--- config.mk ---
export PLATFORM = sky130hd
export DESIGN_NAME = chain_tmr_group
export DESIGN_NICKNAME = d
export VERILOG_FILES = /design/src/rtl/chain_tmr_pkg.sv /design/src/rtl/chain_tmr_prescale.sv /design/src/rtl/chain_tmr_chan.sv /design/src/rtl/chain_tmr_group.sv
export SDC_FILE = /design/constraint.sdc
export NUM_CORES = 1
export LEC_CHECK = 0
export ABC_CLOCK_PERIOD_IN_PS = 10800
export BUFFER_PORTS_ARGS = -buffer_cell sky130_fd_sc_hd__buf_4
export CAP_MARGIN = 20
export CORE_MARGIN = 2
export CORE_UTILIZATION = 26
export CTS_BUF_LIST = sky130_fd_sc_hd__clkbuf_4 sky130_fd_sc_hd__clkbuf_8 sky130_fd_sc_hd__clkbuf_16
export DETAILED_ROUTE_END_ITERATION = 8
export GPL_TIMING_DRIVEN = 0
export PLACE_DENSITY = 0.5
export REMOVE_ABC_BUFFERS = 1
export SYNTH_ARGS = -nofsm -noshare
export SYNTH_HDL_FRONTEND = slang
export SYNTH_HIERARCHICAL = 1
export SYNTH_SLANG_ARGS = --single-unit
--- constraint.sdc ---
create_clock -name clk -period 10.8 [get_ports clk]
set_input_delay 0.54 -clock clk [delete_from_list [all_inputs] [get_ports clk]]
set_output_delay 0.54 -clock clk [all_outputs]
set_load 0.02 [all_outputs]
--- src/rtl/chain_tmr_pkg.sv ---
package chain_tmr_pkg;
   localparam int REG_W       = 32;
   localparam int WIN_LSB     = 6;
   localparam int INHIBIT_BIT = 31;
   localparam int PSEL_LSB    = 8;
   localparam int ROVR_LSB    = 24;

   typedef enum logic [1:0] {
      SEL_COUNT  = 2'd0,
      SEL_BASE   = 2'd1,
      SEL_VECPRI = 2'd2,
      SEL_DEST   = 2'd3
   } tmr_sel_e;

   typedef enum logic [1:0] {
      GSEL_CTRL = 2'd0,
      GSEL_STAT = 2'd1,
      GSEL_RSV2 = 2'd2,
      GSEL_RSV3 = 2'd3
   } grp_sel_e;
endpackage

--- src/rtl/chain_tmr_prescale.sv ---
module chain_tmr_prescale #(
   parameter  int MIN_DIV_LOG2 = 3,
   localparam int PCW          = MIN_DIV_LOG2 + 3
) (
   input  logic       clk,
   input  logic       rst_n,
   input  logic [1:0] psel_i,
   output logic       tick_o
);
   logic [PCW-1:0] cnt_q;
   logic [PCW:0]   div_full;
   logic [PCW-1:0] div_m1;

   assign div_full = (PCW+1)'(1) << (MIN_DIV_LOG2 + int'(psel_i));
   assign div_m1   = PCW'(div_full - (PCW+1)'(1));
   // a shrinking ratio may leave the counter above the new limit: fire at once
   assign tick_o   = (cnt_q >= div_m1);

   always_ff @(posedge clk) begin
      if (!rst_n)      cnt_q <= '0;
      else if (tick_o) cnt_q <= '0;
      else             cnt_q <= cnt_q + PCW'(1);
   end


   tick_spacing_chk: assert property (@(posedge clk) disable iff (!rst_n)
      $rose(tick_o) |=> !tick_o);
endmodule

--- src/rtl/chain_tmr_chan.sv ---
module chain_tmr_chan
   import chain_tmr_pkg::*;
(
   input  logic             clk,
   input  logic             rst_n,
   input  logic             tick_i,
   input  logic             inhibit_i,
   input  logic             lower_i,
   input  logic             rollover_i,
   input  logic [REG_W-1:0] base_i,
   input  logic             load_i,
   input  logic [REG_W-2:0] load_val_i,
   output logic [REG_W-1:0] cnt_o,
   output logic             tog_o,
   output logic             zero_o
);
   logic [REG_W-1:0] cnt_q;
   logic             tog_q;
   logic             run;
   logic [REG_W-1:0] reload;

   assign run    = tick_i & ~inhibit_i;
   assign zero_o = lower_i ? (cnt_q == '0) : (cnt_q[REG_W-2:0] == '0);

   always_comb begin
      if (!lower_i)        reload = {1'b0, base_i[REG_W-2:0]};
      else if (rollover_i) reload = '1;
      else                 reload = base_i;
   end

   always_ff @(posedge clk) begin
      if (!rst_n) begin
         cnt_q <= '0;
         tog_q <= 1'b0;
      end else if (load_i) begin
         cnt_q <= {1'b0, load_val_i};
         tog_q <= 1'b0;
      end else if (run) begin
         if (zero_o) begin
            cnt_q <= reload;
            tog_q <= ~tog_q;
         end else begin
            cnt_q <= cnt_q - REG_W'(1);
         end
      end
   end

   assign cnt_o = cnt_q;
   assign tog_o = tog_q;


   inhibit_hold_chk: assert property (@(posedge clk) disable iff (!rst_n)
      (inhibit_i && !load_i) |=> $stable(cnt_q));

   load_clear_chk: assert property (@(posedge clk) disable iff (!rst_n)
      load_i |=> (!tog_q && !cnt_q[REG_W-1]));

   tog_idle_chk: assert property (@(posedge clk) disable iff (!rst_n)
      (!(run && zero_o) && !load_i) |=> $stable(tog_q));

   tog_flip_chk: assert property (@(posedge clk) disable iff (!rst_n)
      (run && zero_o && !load_i) |=> (tog_q != $past(tog_q)));
endmodule

--- src/rtl/chain_tmr_group.sv ---
module chain_tmr_group
   import chain_tmr_pkg::*;
#(
   parameter  int NTMR         = 4,
   parameter  int MIN_DIV_LOG2 = 3,
   localparam int ADDR_W       = $clog2((NTMR + 1) * 64)
) (
   input  logic              clk,
   input  logic              rst_n,
   input  logic [ADDR_W-1:0] bus_addr,
   input  logic              bus_wr,
   input  logic [REG_W-1:0]  bus_wdata,
   output logic [REG_W-1:0]  bus_rdata,
   output logic [NTMR-1:0]   irq_n
);
   localparam int NCH   = NTMR - 1;
   localparam int WIN_W = ADDR_W - WIN_LSB;

   if (NTMR < 2 || NTMR > 8) begin : g_bad_ntmr
      $error("chain_tmr_group: NTMR must lie in 2..8");
   end
   if (MIN_DIV_LOG2 < 1 || MIN_DIV_LOG2 > 8) begin : g_bad_div
      $error("chain_tmr_group: MIN_DIV_LOG2 must lie in 1..8");
   end

   // address decode
   logic [WIN_W-1:0] win;
   logic [1:0]       sel;
   logic             aligned;
   logic             grp_hit;

   assign win     = bus_addr[ADDR_W-1:WIN_LSB];
   assign sel     = bus_addr[WIN_LSB-1:WIN_LSB-2];
   assign aligned = (bus_addr[WIN_LSB-3:0] == '0);
   assign grp_hit = aligned && (win == WIN_W'(NTMR));

   // group state
   logic [1:0]       psel_q;
   logic [NCH-1:0]   casc_q;
   logic [NCH-1:0]   rovr_q;
   logic [NTMR-1:0]  pend_q;
   logic             ctrl_wr;
   logic [NTMR-1:0]  ack_mask;
   logic             tick;

   assign ctrl_wr  = bus_wr && grp_hit && (grp_sel_e'(sel) == GSEL_CTRL);
   assign ack_mask = (bus_wr && grp_hit && (grp_sel_e'(sel) == GSEL_STAT))
                     ? bus_wdata[NTMR-1:0] : '0;

   always_ff @(posedge clk) begin
      if (!rst_n) begin
         psel_q <= '0;
         casc_q <= '0;
         rovr_q <= '0;
      end else if (ctrl_wr) begin
         psel_q <= bus_wdata[PSEL_LSB +: 2];
         casc_q <= bus_wdata[NCH-1:0];
         rovr_q <= bus_wdata[ROVR_LSB +: NCH];
      end
   end

   chain_tmr_prescale #(.MIN_DIV_LOG2(MIN_DIV_LOG2)) u_pre (
      .clk    (clk),
      .rst_n  (rst_n),
      .psel_i (psel_q),
      .tick_o (tick)
   );

   // per-timer state and linking
   logic [REG_W-1:0] base_q [NTMR];
   logic [REG_W-1:0] vp_q   [NTMR];
   logic [REG_W-1:0] dst_q  [NTMR];
   logic [REG_W-1:0] cnt_v  [NTMR];
   logic [NTMR-1:0]  tog_v;
   logic [NTMR-1:0]  zero_v;
   logic [NTMR-1:0]  lower_v;
   logic [NTMR-1:0]  inh_v;
   logic [NTMR-1:0]  tin_v;
   logic [NTMR-1:0]  exp_v;

   assign lower_v = {1'b0, casc_q};

   // a lower half inherits the inhibit of the timer above it
   always_comb begin
      logic acc;
      acc = base_q[NTMR-1][INHIBIT_BIT];
      inh_v[NTMR-1] = acc;
      for (int n = NTMR - 2; n >= 0; n--) begin
         acc      = casc_q[n] ? acc : base_q[n][INHIBIT_BIT];
         inh_v[n] = acc;
      end
   end

   // tick source ripples upward through linked neighbours
   always_comb begin
      tin_v[0] = tick;
      exp_v[0] = tick & ~inh_v[0] & zero_v[0];
      for (int n = 1; n < NTMR; n++) begin
         tin_v[n] = casc_q[n-1] ? exp_v[n-1] : tick;
         exp_v[n] = tin_v[n] & ~inh_v[n] & zero_v[n];
      end
   end

   for (genvar n = 0; n < NTMR; n++) begin : g_ch
      logic base_wr;
      logic tmr_hit;
      logic rov;

      assign tmr_hit = aligned && bus_wr && (win == WIN_W'(n));
      assign base_wr = tmr_hit && (tmr_sel_e'(sel) == SEL_BASE);

      if (n < NCH) begin : g_rov
         assign rov = rovr_q[n];
      end else begin : g_norov
         assign rov = 1'b0;
      end

      always_ff @(posedge clk) begin
         if (!rst_n) begin
            base_q[n] <= {1'b1, {(REG_W-1){1'b0}}};
            vp_q[n]   <= '0;
            dst_q[n]  <= '0;
         end else begin
            if (base_wr) base_q[n] <= bus_wdata;
            if (tmr_hit && (tmr_sel_e'(sel) == SEL_VECPRI)) vp_q[n]  <= bus_wdata;
            if (tmr_hit && (tmr_sel_e'(sel) == SEL_DEST))   dst_q[n] <= bus_wdata;
         end
      end

      chain_tmr_chan u_chan (
         .clk        (clk),
         .rst_n      (rst_n),
         .tick_i     (tin_v[n]),
         .inhibit_i  (inh_v[n]),
         .lower_i    (lower_v[n]),
         .rollover_i (rov),
         .base_i     (base_q[n]),
         .load_i     (base_wr && bus_wdata[INHIBIT_BIT]),
         .load_val_i (bus_wdata[REG_W-2:0]),
         .cnt_o      (cnt_v[n]),
         .tog_o      (tog_v[n]),
         .zero_o     (zero_v[n])
      );
   end

   always_ff @(posedge clk) begin
      if (!rst_n) pend_q <= '0;
      else        pend_q <= (pend_q & ~ack_mask) | (exp_v & ~lower_v);
   end

   assign irq_n = ~pend_q;

   // read path
   logic [REG_W-1:0] ctrl_word;

   always_comb begin
      ctrl_word = '0;
      ctrl_word[PSEL_LSB +: 2]   = psel_q;
      ctrl_word[NCH-1:0]         = casc_q;
      ctrl_word[ROVR_LSB +: NCH] = rovr_q;
   end

   always_comb begin
      bus_rdata = '0;
      if (grp_hit) begin
         case (grp_sel_e'(sel))
            GSEL_CTRL: bus_rdata = ctrl_word;
            GSEL_STAT: bus_rdata[NTMR-1:0] = pend_q;
            default:   bus_rdata = '0;
         endcase
      end else if (aligned) begin
         for (int n = 0; n < NTMR; n++) begin
            if (win == WIN_W'(n)) begin
               case (tmr_sel_e'(sel))
                  SEL_COUNT:  bus_rdata = lower_v[n] ? cnt_v[n]
                                          : {tog_v[n], cnt_v[n][REG_W-2:0]};
                  SEL_BASE:   bus_rdata = base_q[n];
                  SEL_VECPRI: bus_rdata = vp_q[n];
                  default:    bus_rdata = dst_q[n];
               endcase
            end
         end
      end
   end

   for (genvar n = 0; n < NTMR; n++) begin : g_chk

      pend_hold_chk: assert property (@(posedge clk) disable iff (!rst_n)
         (pend_q[n] && !ack_mask[n]) |=> pend_q[n]);

      lower_quiet_chk: assert property (@(posedge clk) disable iff (!rst_n)
         (lower_v[n] && !pend_q[n]) |=> !pend_q[n]);
   end
endmodule

==> summary.md <==
| Metric | Value |
|---|---|
| Status | complete, no violations |
| Synthesized flop and latch total | 534 |
| Flop pwr share | 0.350 |
| Power Internal | 4.69 mW |
| Layout fillers | around 11,000 |
| Final Non-Filler Cells | 4,188 |
| Register area share after synthesis | 0.490 |
| Power Total | 7.60 mW |
| Clock latency on the worst-skew pair | 660 ps |
| Critical Path Max Stage Delay | 1030 ps |
| Slowest CP cell | or4_1 |
| Nets | 2,695 |
| Pre-CTS WS | 4450 ps |
| Commonest cells after routing, fill and taps aside | edfxtp_1 (384), and2_1 (340), nand2_1 (156) |
| Comb power frac | 0.368 |
| Post-synthesis area per instance | 11.1 µm² |
| Final Hold Vio Count | 0 |
| Most common cell after layout, fill and taps aside | edfxtp_1 |
| Rows | 123 |
| Setup crit end kind | flip-flop |
| Worst hold slack | 309 ps |
| CP delay by family, top | simple AND/OR/NAND/NOR gates |
| Total die area | 117,000 µm² |
| Relative slew slack | 0.203 |
| Placed cell count | between 4,000 and 5,000 |
| Setup bufs post-CTS | 0 |
| Final worst slack | 4220 ps |
| Post-Syn Area | approximately 30,000 µm² |
| Arr. time, crit path | 7090 ps |
| Clk sinks | about 530 |
| Starting Density | 0.263 |
| GRT overflow | 0 |
| Ant. Diodes | 0 |
| Worst path required time | 11,310 ps |
| Pin count of the biggest net entering global routing | 84 |
| Hold buffers post-CTS | 0 |
| CP Buf/Inv Count | 1 |
| RSZ-0062 raised after global routing | false |
| Netlist cell types | 87 |
| CTS H-tree lvls | 2 |
| Critical Path Fanout Max | 20 |
| Max-slew violation count | 0 |
| Setup TNS | 0 ps |
| Placed Area | 32,100 µm² |
| TritonRoute pass-1 iters | 6 |
| Clock power share | 0.282 |
| Clk_skew | 37.9 ps |
| Period utilization | 0.609 |
| Vias per cell | approximately 5.4 |
| Worst setup path category | reg -> reg |
| Post-synth EDFFs | 384 |
| Switching share of power | 0.383 |
| Core ar. | ~110,000 µm² |
| Main flop type after synthesis | edfxtp_1 |
| Ports | 80 |
| Clk buf depth | 3 |
| Vias in the first global route | 21,475 |
| Min-Delay Path Class | in -> reg |
| Share of layout cells above drive strength 1 | 0.156 |
| Worst path cell trace | nor4_1 -> nand3_1 -> or4_1 -> inv_1 -> nor2b_1 -> or2_2 -> o21ai_0 -> nand2b_1 -> nor3_1 -> nand3_1 -> o21ai_0 -> a31oi_1 |
| Worst vdd ir | around 0.00014 V |
| First-pass GRT wire length | 155,000 µm |
| Vias post-DR | 22,537 |
| Area grow syn2layout | 15.1% |
| Fin crit period | 6580 ps |
| Psw | 2.92 mW |
| GPL Wtd Cong | 0.899 |
| Die Ht | around 340 µm |
| Per-cell routed wire length | 25.3 µm |
| Residual DRC | 0 |
| Gr usage total | 0.177 |
| DP Wirelength | 72,300 µm |
| DR iter-0 viols | 2,202 |
| Multi-input combinational cell area | 14,100 µm² |
| Design area | 34,200 µm² |
| CTS tree | done |
| Cts repair resizes | 0 |
| Gate Count Post-Synth | 2,664 |
| Initial antenna violation count | 3 |
| Die Wd | 342 µm |
| Maxcap violations | 0 |
| Power density over the cells | between 200 and 250 nW/µm² |
| Register area | roughly 15,000 µm² |
| Clock slew at reported path FFs | roughly 60 ps |
| Antenna-violating nets left | 0 |
| Final Setup Violations | 0 |
| Num CTS Buffers | 61 |
| Clk root buf | clkbuf_16 |
| Synthesis Warnings | 6 |
| Max Fclk | between 150 and 200 MHz |
| WL final | 106,000 µm |
| CP Launch Type | flip-flop |
| Final core area utilization | 0.303 |
| Worst-Margin Slew | 1190 ps |
| Pleak | 11.5 nW |
| Buffers on Ports | 79 |
| Asr flop ratio synth | 0 |
path summary, 6_finish.rpt:
check	start	slack (ps)	end	cells past startpoint
worst min register to register	u_pre/cnt_q[0]$_SDFF_PP0_	470	u_pre/cnt_q[0]$_SDFF_PP0_	1
worst max register to register	g_ch[0].u_chan/cnt_o[9]$_SDFFE_PN0P_	4220	g_ch[2].u_chan/cnt_o[28]$_SDFFE_PN0P_	12
worst min-delay path	bus_wdata[0]	310	casc_q[0]$_SDFFE_PN0P_	3
worst max-delay path	g_ch[0].u_chan/cnt_o[9]$_SDFFE_PN0P_	4220	g_ch[2].u_chan/cnt_o[28]$_SDFFE_PN0P_	12
Yosys cell counts, types with 50 or more instances:
| master | number | share of area |
|---|---|---|
| and2_1 | 337 | 0.071 |
| nor2_1 | 93 | 0.012 |
| nor4_1 | 54 | 0.011 |
| nand2_1 | 156 | 0.020 |
| mux2i_1 | 74 | 0.025 |
| edfxtp_1 | 384 | 0.39 |
| dfxtp_1 | 150 | 0.10 |
| o21ai_0 | 134 | 0.023 |
| nor3_1 | 149 | 0.025 |
| a21oi_1 | 85 | 0.014 |
| xnor2_1 | 59 | 0.017 |
| mux4_2 | 106 | 0.080 |
| or3_1 | 50 | 0.011 |
| clkbuf_1 | 142 | 0.018 |
cells by family after synthesis:
logic type      Yosys count  share of synthesized area
compound gates          549                      0.129
buf+inv                 255                     0.0410
xor+xnor                 87                     0.0257
fa+ha+maj                16                    0.00675
simple gates           1039                      0.202
mux                     182                      0.106
other cells               2                   0.000253
flops                   534                      0.490
flip-flops by register name, summed over array words and instances, names as in the netlist, 4 cells and up:
| signal | cells |
|---|---|
| base_q | 128 |
| dst_q | 128 |
| g_ch.u_chan/cnt_o | 128 |
| vp_q | 128 |
| u_pre/cnt_q | 6 |
| g_ch.u_chan/tog_o | 4 |
| pend_q | 4 |
layout make-up:
| type | count | share of cell area |
|---|---|---|
| Timing Repair Buffer | 121 | 0.0421 |
| Clock inverter | 39 | 0.0102 |
| Clock buffer | 77 | 0.0500 |
| Sequential cell | 534 | 0.426 |
| Multi-Input combinational cell | 1881 | 0.413 |
| Tap cell | 1500 | 0.0550 |
| Inverter | 36 | 0.00396 |
worst register-to-register path, delay by kind of cell (launching register included):
family / cells / cell delay (ps)
compound gates: 3 / 820
buf+inv: 1 / 330
flops: 1 / 370
simple gates: 8 / 4920
power groups by stage:
| stage | combinational [mW] | sequential (mW) | clock [mW] |
|---|---|---|---|
| detailed placement | 2.70 | 2.70 | 0 |
| floorplan | 1.86 | 2.61 | 0 |
| CTS | 2.71 | 2.65 | 2.17 |
| global route | 3.02 | 2.69 | 2.24 |
| global placement | 2.65 | 2.70 | 0 |
| finish | 2.80 | 2.66 | 2.14 |
per-layer routing:
metal | wire length (µm) | global-route usage | up-vias | share of wire
li1 | - | - | 10108 | -
met1 | 49000 | 0.259 | 11360 | 0.46
met2 | 46400 | 0.267 | 920 | 0.44
met3 | 7480 | 0.0275 | 143 | 0.071
met4 | 3020 | 0.0529 | 6 | 0.029
met5 | 27 | 0 | - | 0.00025
Note: power is estimated with default switching activity, not from simulation.
